[src/rtl/smi_bridge_pkg.sv]
package smi_bridge_pkg;
  parameter int unsigned SMI_AW = 5;
  parameter int unsigned SMI_DW = 16;

  typedef enum logic [1:0] {
    SEQ_IDLE = 2'd0,
    SEQ_REQ  = 2'd1,
    SEQ_HOLD = 2'd2
  } seq_state_e;
endpackage

[src/rtl/smi_cmd_decode.sv]
module smi_cmd_decode #(
  parameter int AW = 5,
  parameter int DW = 16
) (
  input  logic [DW-1:0] word,
  output logic          cmd_ok,
  output logic          cmd_we,
  output logic [AW-1:0] cmd_dev,
  output logic [AW-1:0] cmd_reg
);
  localparam int OP_LSB    = 2 * AW;
  localparam int MODE_BIT  = OP_LSB + 2;
  localparam int START_BIT = DW - 1;

  logic [1:0] op;
  logic       unused_spare;

  assign op           = word[OP_LSB+1:OP_LSB];
  assign unused_spare = ^word[START_BIT-1:MODE_BIT+1];
  assign cmd_ok  = word[START_BIT] && word[MODE_BIT] && (op == 2'b10 || op == 2'b01);
  assign cmd_we  = (op == 2'b01);
  assign cmd_dev = word[2*AW-1:AW];
  assign cmd_reg = word[AW-1:0];
endmodule

[src/rtl/smi_int_seq.sv]
module smi_int_seq
  import smi_bridge_pkg::*;
#(
  parameter int AW = 5,
  parameter int DW = 16
) (
  input  logic          clk,
  input  logic          rst_n,
  input  logic          start,
  input  logic          start_we,
  input  logic [AW-1:0] start_dev,
  input  logic [AW-1:0] start_reg,
  input  logic [DW-1:0] start_wdata,
  input  logic          linger,
  output logic          busy,
  output logic          int_req,
  output logic          int_we,
  output logic [AW-1:0] int_dev,
  output logic [AW-1:0] int_reg,
  output logic [DW-1:0] int_wdata,
  input  logic          int_ack
);
  seq_state_e state_q;

  always_ff @(posedge clk or negedge rst_n) begin
    if (!rst_n) begin
      state_q   <= SEQ_IDLE;
      int_we    <= 1'b0;
      int_dev   <= '0;
      int_reg   <= '0;
      int_wdata <= '0;
    end else begin
      case (state_q)
        SEQ_IDLE: if (start) begin
          int_we    <= start_we;
          int_dev   <= start_dev;
          int_reg   <= start_reg;
          int_wdata <= start_wdata;
          state_q   <= SEQ_REQ;
        end
        SEQ_REQ:  if (int_ack) state_q <= linger ? SEQ_HOLD : SEQ_IDLE;
        default:  state_q <= SEQ_IDLE;
      endcase
    end
  end

  assign int_req = (state_q == SEQ_REQ);
  assign busy    = (state_q != SEQ_IDLE);


  req_hold_chk: assert property (@(posedge clk) disable iff (!rst_n)
    (int_req && !int_ack) |=> (int_req && $stable(int_dev) && $stable(int_reg)
                               && $stable(int_we) && $stable(int_wdata)));

  req_drop_chk: assert property (@(posedge clk) disable iff (!rst_n)
    (int_req && int_ack) |=> !int_req);
endmodule

[src/rtl/smi_indirect_bridge.sv]
module smi_indirect_bridge
  import smi_bridge_pkg::*;
#(
  parameter int AW = SMI_AW,
  parameter int DW = SMI_DW
) (
  input  logic          clk,
  input  logic          rst_n,
  input  logic [AW-1:0] strap_addr,
  input  logic          host_valid,
  output logic          host_ready,
  input  logic          host_write,
  input  logic [AW-1:0] host_phy,
  input  logic [AW-1:0] host_reg,
  input  logic [DW-1:0] host_wdata,
  output logic          host_rvalid,
  output logic [DW-1:0] host_rdata,
  output logic          cmd_busy,
  output logic          int_req,
  output logic          int_we,
  output logic [AW-1:0] int_dev,
  output logic [AW-1:0] int_reg,
  output logic [DW-1:0] int_wdata,
  input  logic          int_ack,
  input  logic [DW-1:0] int_rdata
);
  localparam logic [AW-1:0] CMD_IDX  = '0;
  localparam logic [AW-1:0] DATA_IDX = AW'(1);

  logic          direct, hit, fire, seq_busy, ack_fire;
  logic          cmd_ok, cmd_we, launch_ind, launch_dir, start;
  logic [AW-1:0] cmd_dev, cmd_reg;
  logic [DW-1:0] cmd_q, data_q, rd_mux;
  logic          unused_cmd_top;

  assign direct     = (strap_addr == '0);
  assign hit        = !direct && (host_phy == strap_addr);
  assign host_ready = direct ? !seq_busy : 1'b1;
  assign fire       = host_valid && host_ready;
  assign cmd_busy   = seq_busy && !direct;
  assign ack_fire   = int_req && int_ack;
  assign unused_cmd_top = cmd_q[DW-1];

  smi_cmd_decode #(.AW(AW), .DW(DW)) u_dec (
    .word(host_wdata), .cmd_ok(cmd_ok), .cmd_we(cmd_we),
    .cmd_dev(cmd_dev), .cmd_reg(cmd_reg)
  );

  assign launch_ind = fire && host_write && hit && (host_reg == CMD_IDX) && !seq_busy && cmd_ok;
  assign launch_dir = fire && direct;
  assign start      = launch_ind || launch_dir;

  smi_int_seq #(.AW(AW), .DW(DW)) u_seq (
    .clk(clk), .rst_n(rst_n), .start(start),
    .start_we   (direct ? host_write : cmd_we),
    .start_dev  (direct ? host_phy   : cmd_dev),
    .start_reg  (direct ? host_reg   : cmd_reg),
    .start_wdata(direct ? host_wdata : data_q),
    .linger(!direct), .busy(seq_busy),
    .int_req(int_req), .int_we(int_we), .int_dev(int_dev),
    .int_reg(int_reg), .int_wdata(int_wdata), .int_ack(int_ack)
  );

  always_comb begin
    if (!hit)                       rd_mux = '1;
    else if (host_reg == CMD_IDX)   rd_mux = {seq_busy, cmd_q[DW-2:0]};
    else if (host_reg == DATA_IDX)  rd_mux = data_q;
    else                            rd_mux = '0;
  end

  always_ff @(posedge clk or negedge rst_n) begin
    if (!rst_n) begin
      cmd_q       <= '0;
      data_q      <= '0;
      host_rvalid <= 1'b0;
      host_rdata  <= '0;
    end else begin
      host_rvalid <= 1'b0;
      if (launch_ind) cmd_q <= host_wdata;
      if (fire && host_write && hit && (host_reg == DATA_IDX) && !seq_busy)
        data_q <= host_wdata;
      if (ack_fire && !int_we) begin
        if (direct) begin
          host_rvalid <= 1'b1;
          host_rdata  <= int_rdata;
        end else begin
          data_q <= int_rdata;
        end
      end
      if (fire && !host_write && !direct) begin
        host_rvalid <= 1'b1;
        host_rdata  <= rd_mux;
      end
    end
  end


  direct_resp_chk: assert property (@(posedge clk) disable iff (!rst_n)
    (direct && ack_fire && !int_we) |=> (host_rvalid && host_rdata == $past(int_rdata)));

  ind_resp_chk: assert property (@(posedge clk) disable iff (!rst_n)
    (fire && !host_write && !direct) |=> host_rvalid);

  bad_cmd_chk: assert property (@(posedge clk) disable iff (!rst_n)
    (!seq_busy && fire && host_write && hit && host_reg == CMD_IDX && !cmd_ok) |=> !seq_busy);

  busy_drop_chk: assert property (@(posedge clk) disable iff (!rst_n)
    (seq_busy && fire && host_write && hit && !ack_fire) |=> ($stable(data_q) && $stable(cmd_q)));

  busy_tail_chk: assert property (@(posedge clk) disable iff (!rst_n)
    (cmd_busy && ack_fire) |=> (cmd_busy ##1 !cmd_busy));
endmodule

[config.mk]
export PLATFORM = sky130hd
export DESIGN_NAME = smi_indirect_bridge
export DESIGN_NICKNAME = d
export VERILOG_FILES = /design/src/rtl/smi_bridge_pkg.sv /design/src/rtl/smi_cmd_decode.sv /design/src/rtl/smi_int_seq.sv /design/src/rtl/smi_indirect_bridge.sv
export SDC_FILE = /design/constraint.sdc
export NUM_CORES = 1
export LEC_CHECK = 0
export BUFFER_PORTS_ARGS = -buffer_cell sky130_fd_sc_hd__buf_2
export CAP_MARGIN = 20
export CELL_PAD_IN_SITES_DETAIL_PLACEMENT = 1
export CELL_PAD_IN_SITES_GLOBAL_PLACEMENT = 1
export CORE_AREA = 2 2 119 121
export DETAILED_ROUTE_END_ITERATION = 12
export DIE_AREA = 0 0 121 123
export PLACE_DENSITY_LB_ADDON = 0.1
export SLEW_MARGIN = 20
export SYNTH_ARGS = -nofsm -noshare
export SYNTH_HDL_FRONTEND = slang
export SYNTH_HIERARCHICAL = 1
export SYNTH_SLANG_ARGS = --single-unit
[constraint.sdc]
create_clock -name clk -period 3.6 [get_ports clk]
set_input_delay 0.36 -clock clk [delete_from_list [all_inputs] [get_ports clk]]
set_output_delay 0.36 -clock clk [all_outputs]
set_load 0.02 [all_outputs]
==> results of run 1 <==
-- synth_stat cells (4+ instances only) --
master    count  share of area (%)
mux2_2       20                5.6
a221o_1       4               0.99
dfrtp_1      77                 48
nand2_1     100                9.3
a22oi_1       4               0.74
nor2_1        4               0.37
nor3_1        4               0.50
buf_2         5               0.62
xor2_1        5                1.1
a221oi_1     12                2.6
o21ai_0      16                2.0
a21oi_1       4               0.50
mux2_4       20                7.4
mux2i_1      40                9.9
clkbuf_1     10               0.93
buf_4        12                2.2
-- power groups by stage --
stage	Clock (W)	Combinational (W)	Sequential, W
after floorplan	0	0.000369	0.00133
after global placement	0	0.000754	0.00123
after detailed placement	0	0.000762	0.00123
after CTS	0.00115	0.000766	0.00122
after global routing	0.00119	0.000836	0.00125
final	0.00112	0.000751	0.00121
-- final timing paths --
check	startpoint	to	slack [ns]
min reg2reg	cmd_q[10]	cmd_q[10]	0.50
min	rst_n	u_seq/int_reg[2]	0.03
max reg2reg	u_seq/state_q[0]	u_seq/int_reg[1]	1.01
max in group asynchronous	rst_n	u_seq/int_dev[4]	3.01
min in group clk	int_rdata[3]	data_q[3]	0.24
max	u_seq/state_q[0]	u_seq/int_reg[1]	1.01
-- logic make-up after synthesis --
family                     after synthesis  share of synthesized area (%)
AOI/OAI and AO/OA                       42                          7.225
buffers and inverters                   36                          6.047
and+or+nand+nor                        127                          14.08
xor gates and xnor gates                 5                          1.085
adders and majority gates                1                         0.3100
DFF                                     77                          47.75
muxes                                   82                          23.50
-- through the flow --
step / utilization, % / hold WS (ns) / instances / setup slack (ns)
after floorplan: - / 0.06441 / 370 / 1.019
after global placement: 34.00 / 0.4786 / 628 / 1.112
after detailed placement: 34.00 / 0.4818 / 628 / 1.009
after CTS: 36.67 / 0.2287 / 644 / 0.9978
after global routing: 36.69 / 0.1012 / 644 / 0.8475
final: 36.69 / 0.02805 / 644 / 1.011
-- area by class of cell --
cell class,instances,share of cell area (%)
repair buffers,110,11.75
clock buffers,9,4.509
clock inverters,7,2.756
flip-flops and latches,77,38.58
well taps,180,4.509
multi-input cells,257,37.55
inverters,4,0.3507
-- cells in the final DEF, fill, tap and decap left out, drive strengths merged, types with 3 or more instances in the layout --
| cell | n |
|---|---|
| bufinv | 4 |
| a21oi | 4 |
| nor2b | 3 |
| buf | 110 |
| xor2 | 5 |
| mux2i | 40 |
| nor3 | 5 |
| dfrtp | 77 |
| a22oi | 4 |
| clkbuf | 9 |
| nor2 | 5 |
| mux2 | 42 |
| o21ai | 16 |
| nand2 | 100 |
| a221o | 4 |
| inv | 4 |
| a221oi | 12 |
-- layer usage --
metal	track usage (%)	vias to the layer above
li1	-	1454
met4	3.924	0
met1	22.23	1571
met5	0	-
met3	5.166	9
met2	29.21	63
==> impl_metrics.ini, run 1 <==
[routing]
top_layer = met4
first_iter_violations = 92
first_pass_iters = 4
viasPerCell = 4.809
num_vias = 3097
routed-wl-met2_mm = 5.903
wl_per_cell_um = 18.67
dr_wl_met3_um = 585
drt-met1-wl_mm = 5.425
antenna_left = 0
drc = 0
wirelength_mm = 12.02

[cells_and_area]
finalInstanceArea_um2 = 4995
n_antenna_cell = 0
synthToLayoutAreaGrowth_pct = 23.78
drive_gt1_share_pct = 37.50
nFillCells = 1562
regArea_um2 = 1927
multi_input_comb_area_um2 = 1876
fin_nets = 512
largest_registers = data_q: 16 flops, host_rdata: 16 flops, u_seq/int_wdata: 16 flops

[logic_synthesis]
ys_ff_latch = 77
synth-seq-area-share_pct = 47.75
synth-edff-count = 0
netlist_area_um2 = 4035
synth_cells = 370
syn-mean-instance-area_um2 = 10.91
synth_fp_nets = 423
synth_warnings = 6
async_flop_share_pct = 100.0
synthFlopType = dfrtp_1
synth.distinct_cells = 36

[floorplan]
start_util_pct = 29.64
rows = 43
core_um2 = 13610
die_area_um2 = 14880
die_y_um = 123
io_pins = 99
fp.dieW_um = 121

[clocking]
post_cts_resized = 0
cts_buffers = 9
cts-hold-fix-buffers = 0
cts.sinks = 77
clkTransAtPathRegs_ns = 0.06
cts_tree = yes
clockBufferDepth = 2
cts-root-buf = clkbuf_16
cts_max_level = 3
post-cts-setup-buffers = 0
clk-insertion-delay-late_ns = 0.35

[placed_design]
place_congestion = 0.7151
placed_cell_area_um2 = 4628
dp_hpwl_mm = 8.197
port_buffers = 98

[pwr]
p_sw_share_pct = 30.42
vdd.ir_drop.worst_mv = 0.4025
p_leak_nw = 2.565
seqPwrFrac_pct = 39.3
power.density_nw_per_um2 = 618.4
total_power_w = 0.003089
comb_power_share_pct = 24.3
power_frac_clock_pct = 36.4
switching_power_w = 0.0009397
intPower_w = 0.002149

[grt]
antenna_found_initial = 0
grt_max_degree = 78
grt-ovfl-total = 0
track_usage_pct = 17.42
grt_pass1_vias = 3429
grt_pass1_wl_mm = 19.42

[sta]
final.min_clock_period_ns = 2.589
setup_violations = 0
finalHoldViolations = 0
rsz0062_at_grt = false
fin_crit_sh_pct = 71.91
slew_headroom_pct = 49.30
finalSetupTns_ns = 0
fin_skew_ns = 0.008061
tightest_slew_ns = 0.7606
fmax_ghz = 0.3863
slew_viol_final = 0

[critical_path]
cp_num_cells = 9
slowest_stage = dfrtp_1
path_max_fanout = 14
required_ns = 3.84
critPathTopFamily = simple AND/OR/NAND/NOR gates
worstPathArrival_ns = 2.83
start_kind = register
cp_cell_sequence = or2_2 -> nand3b_1 -> nor4_1 -> nand3_1 -> nor2_4 -> a31o_2 -> nor3b_4 -> buf_4 -> mux2_2
max_stage_delay_ns = 0.44
ff2ff_path_depth = 9
end_kind = register
worst-path-buf-inv = 1
worstSetupPathType = register to register

[worst_hold_path]
min_path_type = primary input to asynchronous set/reset pin

[outcome]
outcome = completed

[run]
max_cap_viol_count = 0
(Power assumes the default switching activity.)
==> inputs of run 2 (changes only) <==
- clock period: 3.6 -> 2.36 ns (I/O delays scaled with it)
==> run 2 against run 1 <==
  * Core utilization up 1.1 points
  * Clock-buffer cell count up 3
  * Global-route usage up 0.21 points
  * Routed wire length up 6.0%
  * Hold slack better by 0.084 ns
  * Sequential power up 54%
  * Clock power up 23%
  * Register-to-register slack worse by 0.92 ns
  * Die area unchanged
  * Sequential share of layout area down 1.2 points
  * Maximum frequency up 14%
  * Largest cell class unchanged
==> impl_metrics.ini, run 2 (synthesized netlist as in run 1, its figures left out) <==
[grt]
grt_pass1_vias = 3337
grt_max_degree = 35
antenna_found_initial = 1
track_usage_pct = 17.63
grt_pass1_wl_mm = 19.40
grt-ovfl-total = 0

[pwr]
seqPwrFrac_pct = 41.7
switching_power_w = 0.001460
comb_power_share_pct = 27.3
power.density_nw_per_um2 = 863.5
intPower_w = 0.002986
vdd.ir_drop.worst_mv = 0.4692
p_sw_share_pct = 32.84
p_leak_nw = 2.645
power_frac_clock_pct = 31.0

[critical_path]
path_max_fanout = 8
start_kind = register
required_ns = 2.59
worstPathArrival_ns = 2.50
worstSetupPathType = register to register
end_kind = register

[cells_and_area]
fin_cells = 665
final_cell_mix = nand2_1 (100), buf_2 (97), dfrtp_1 (77)
synthToLayoutAreaGrowth_pct = 27.60
largest_registers = data_q: 16 flops, host_rdata: 16 flops, u_seq/int_wdata: 16 flops
drive_gt1_share_pct = 40.08
fin_nets = 532
final_common_cell = nand2_1
nFillCells = 1542

[run]
max_cap_viol_count = 0

[clocking]
cts_buffers = 9
cts.sinks = 77
clockBufferDepth = 2
cts-root-buf = clkbuf_16
clk-insertion-delay-late_ns = 0.35
clkTransAtPathRegs_ns = 0.06
cts_max_level = 3
cts_tree = yes

[placed_design]
place_congestion = 0.8080
placed_cells = 641
dp_worst_setup_slack_ns = -0.08565
port_buffers = 98
dp_hpwl_mm = 8.986

[floorplan]
io_pins = 99
die_area_um2 = 14880
rows = 43
die_y_um = 123
start_util_pct = 29.64
fp.dieW_um = 121
core_um2 = 13610

[routing]
viasPerCell = 4.732
first_pass_iters = 4
wl_per_cell_um = 19.15
num_vias = 3147
wirelength_mm = 12.74
drc = 0
antenna_left = 0
first_iter_violations = 140

[sta]
fin_crit_sh_pct = 96.24
tightest_slew_ns = 0.5816
slew_viol_final = 0
rsz0062_at_grt = true
finalSetupTns_ns = 0
whs_ns = 0.1121
fin_ws_ns = 0.08878
slew_headroom_pct = 61.10
fin_skew_ns = 0.006936
fmax_ghz = 0.4403
finalHoldViolations = 0
final.min_clock_period_ns = 2.271
setup_violations = 0

[worst_hold_path]
min_path_type = primary input to register

[outcome]
outcome = completed
## run 2: changes by cell type in the layout (fill, tap and decap cells not counted), sizes merged
cell,before,now
clkbuf,9,13
dlygate4sd3,0,1
buf,110,128
diode,0,1
bufinv,4,0
inv,4,5
## run 2: metrics by stage
step                      util [%]  instance area [um^2]  power (W)
after global placement       34.89                  4750   0.003060
after global routing         37.81                  5146   0.004717
after CTS                    37.23                  5067   0.004502
after floorplan                  -                  4050   0.002598
final                        37.83                  5149   0.004446
after detailed placement     34.89                  4750   0.003086
## run 2: final cells by class
cell class                      count  area, um^2  share of cell area [%]
Multi-Input combinational cell    257        1907                   37.04
Clock buffer                       12       266.5                   5.176
Clock inverter                      4       30.03                  0.5832
Sequential cell                    77        1927                   37.42
Tap cell                          180       225.2                   4.374
Timing Repair Buffer              130       773.2                   15.02
Antenna cell                        1       2.502                 0.04860
Inverter                            4       17.52                  0.3402
## run 2: timing repair
item	4_1_cts	5_1_grt
setup buffers	0	4
endpoints found under the setup margin	12	32
gates resized for setup	3	5
hold buffers	1	0
hold endpoints to repair	32	0
pin swaps	0	2
gates cloned	0	2
## run 2: worst paths after layout
| check | start | end | slack [ns] | depth (start not counted) |
|---|---|---|---|---|
| hold / removal | int_rdata[4] | data_q[4] | 0.11 | 3 |
| hold reg to reg | cmd_q[10] | cmd_q[10] | 0.49 | 1 |
| min in group asynchronous | rst_n | cmd_q[0] | 0.40 | 2 |
| setup reg to reg | u_seq/state_q[1] | u_seq/int_wdata[0] | 0.09 | 10 |
| setup / recovery | u_seq/state_q[1] | u_seq/int_wdata[0] | 0.09 | 10 |
| max in group asynchronous | rst_n | u_seq/int_dev[2] | 1.24 | 3 |
## run 2: power by group through the flow
stage	clock, W	sequential (W)	combinational, W
after global placement	0	0.00187	0.00119
after detailed placement	0	0.00188	0.00121
after global routing	0.00149	0.00190	0.00133
after floorplan	0	0.00203	0.000568
after CTS	0.00142	0.00186	0.00122
final	0.00138	0.00186	0.00121
## run 2: critical path: stages (launching register included)
cell and delay [ns]:
dfrtp_1 0.37, or2_4 0.25, nand3b_1 0.19, nor4_2 0.15, nand3_1 0.15, nor2_4 0.12, a31o_4 0.11, nor3b_4 0.18
buf_4 0.17, clkbuf_16 0.17, mux2_4 0.30
## run 2: metal layers
metal / global-route usage, % / vias up / share of wire (%)
li1: - / 1490 / -
met4: 5.160 / 0 / 1.4
met5: 0 / - / 0
met1: 21.54 / 1568 / 44
met3: 5.351 / 9 / 5.3
met2: 30.06 / 80 / 49
==> inputs of run 3 (changes only) <==
--- a/config.mk
+++ b/config.mk
@@ -10,7 +10,7 @@
 export CELL_PAD_IN_SITES_DETAIL_PLACEMENT = 1
 export CELL_PAD_IN_SITES_GLOBAL_PLACEMENT = 1
-export CORE_AREA = 2 2 119 121
+export CORE_AREA = 2 2 108 110
 export DETAILED_ROUTE_END_ITERATION = 12
-export DIE_AREA = 0 0 121 123
+export DIE_AREA = 0 0 110 112
 export PLACE_DENSITY_LB_ADDON = 0.1
 export SLEW_MARGIN = 20
==> constraint.sdc (replaced) <==
create_clock -name clk -period 2.36 [get_ports clk]
set_input_delay 0.354 -clock clk [delete_from_list [all_inputs] [get_ports clk]]
set_output_delay 0.354 -clock clk [all_outputs]
set_load 0.02 [all_outputs]
==> run 3 against run 2 <==
  * The run now ends with hold timing left
  * Final cell count shrank 6.0%
  * Via count grew 2.3%
  * Routed wire length shrank 3.4%
  * Critical path depth grew 1
  * Maximum frequency shrank 3.5%
  * Die area shrank 17%
  * Critical path type unchanged
==> impl_metrics.ini, run 3 (synthesized netlist as in run 1, its figures left out) <==
[outcome]
outcome = finished, violations left
violations = hold timing

[sta]
fin_ws_ns = 0.005973
whs_ns = -0.007273
tightest_slew_ns = 0.9560
fin_crit_sh_pct = 99.75
slew_viol_final = 0
finalHoldViolations = 3
rsz0062_at_grt = true
setup_violations = 0
slew_headroom_pct = 35.92
final.min_clock_period_ns = 2.354
fin_skew_ns = 0.004912
fmax_ghz = 0.4248

[clocking]
cts-root-buf = clkbuf_16
cts_tree = yes
clockBufferDepth = 2
clk-insertion-delay-late_ns = 0.33
cts_max_level = 3
cts_buffers = 9
cts.sinks = 77
cts-hold-fix-buffers = 0
clkTransAtPathRegs_ns = 0.06

[grt]
grt-busiest-layer = met2
use_met1_pct = 29.85
grtUsageMet3_pct = 3.689
grt_pass1_wl_mm = 19.27
grt_pass1_vias = 3400
track_usage_pct = 21.02
grt_max_degree = 41
use_met2_pct = 32.15
antenna_found_initial = 0
grt-ovfl-total = 0

[pwr]
p_leak_nw = 2.656
power.density_nw_per_um2 = 869.6
vdd.ir_drop.worst_mv = 0.3338

[cells_and_area]
finalCoreUtilization_pct = 45.87
synthToLayoutAreaGrowth_pct = 27.04
fin_nets = 530
nFillCells = 1272
regArea_um2 = 1927
drive_gt1_share_pct = 39.63
multi_input_comb_area_um2 = 1901
largest_registers = data_q: 16 flops, host_rdata: 16 flops, u_seq/int_wdata: 16 flops
n_antenna_cell = 0
final_common_cell = nand2_1
final_cell_mix = nand2_1 (100), buf_2 (97), dfrtp_1 (77)

[routing]
first_pass_iters = 6
num_vias = 3218
first_iter_violations = 123
drc = 0
wl_per_cell_um = 19.68
viasPerCell = 5.149
wirelength_mm = 12.30
antenna_left = 0

[placed_design]
dp_hpwl_mm = 8.366
place_congestion = 0.7742
port_buffers = 98
dp_worst_setup_slack_ns = -0.1537

[critical_path]
rrSetupSlack_ns = 0.006
start_kind = register
worstPathArrival_ns = 2.57
required_ns = 2.57
reg2reg_from = u_seq/state_q[1]
crit_path_end = u_seq/int_wdata[4]
startpoint = u_seq/state_q[1]
path_max_fanout = 6
ff2ff_path_depth = 11
end_kind = register
worstSetupPathType = register to register
reg2reg_to = u_seq/int_wdata[4]

[floorplan]
start_util_pct = 36.11
die_y_um = 112
die_area_um2 = 12320
core_um2 = 11170
rows = 39
io_pins = 99
fp.dieW_um = 110

[run]
max_cap_viol_count = 0

[worst_hold_path]
min_path_type = primary input to asynchronous set/reset pin
[run 3: through the flow]
stage                     instance area, um^2  hold WS (ns)  total power, W  instances  setup TNS, ns
after floorplan                          4050       0.05841        0.002598        370         -2.921
after global placement                   4741        0.3678        0.003054        604         -1.150
after detailed placement                 4741        0.3754        0.003093        604         -2.881
after CTS                                5081       0.01104        0.004512        623       -0.09082
after global routing                     5126       0.02004        0.004727        625         -1.430
final                                    5126     -0.007273        0.004458        625              0
[run 3: critical path, stage by stage, from the launching register on]
cell and delay (ns):
dfrtp_1 0.37, or2_4 0.25, nand3b_1 0.19, nor4_2 0.17, nand3_1 0.15, nor2_4 0.12, a31o_4 0.11, nor3b_4 0.18
buf_6 0.17, buf_12 0.11, buf_12 0.12, mux2_4 0.29
[run 3: how the worst min path moves through the flow]
stage,from,cells after the start,endpoint,slack (ns)
floorplan,rst_n,0,cmd_q[0],0.06
detailed placement,rst_n,1,u_seq/int_dev[4],0.38
finish,rst_n,1,u_seq/int_dev[4],-0.007
global placement,rst_n,1,u_seq/int_dev[4],0.37
CTS,rst_n,1,u_seq/int_dev[4],0.01
global route,rst_n,1,u_seq/int_dev[4],0.02
[run 3: layout make-up]
| cell class | instances | share of cell area [%] |
|---|---|---|
| clock buffers | 12 | 4.808 |
| flip-flops and latches | 77 | 37.59 |
| multi-input cells | 257 | 37.08 |
| clock inverters | 4 | 0.9275 |
| repair buffers | 128 | 15.77 |
| inverters | 4 | 0.3417 |
| well taps | 143 | 3.490 |
[run 3: timing repair]
action,CTS,global route
endpoints found under the setup margin,27,32
gates cloned,2,0
buffers inserted,2,2
pin swaps,2,0
resized for setup,3,8
[run 3: report_power, final]
| part | total [W] | switching, W | internal (W) |
|---|---|---|---|
| Clock | 0.00139 | 0.000541 | 0.000845 |
| Sequential | 0.00186 | 0.000227 | 0.00163 |
| Combinational | 0.00121 | 0.000660 | 0.000554 |
| Total | 0.00446 | 0.00143 | 0.00303 |
[run 3: layer usage]
layer | share of wire, % | wire length, um
met3 | 3.7 | 458
met2 | 47 | 5782
met4 | 1.8 | 217
met1 | 47 | 5840
met5 | 0 | 0
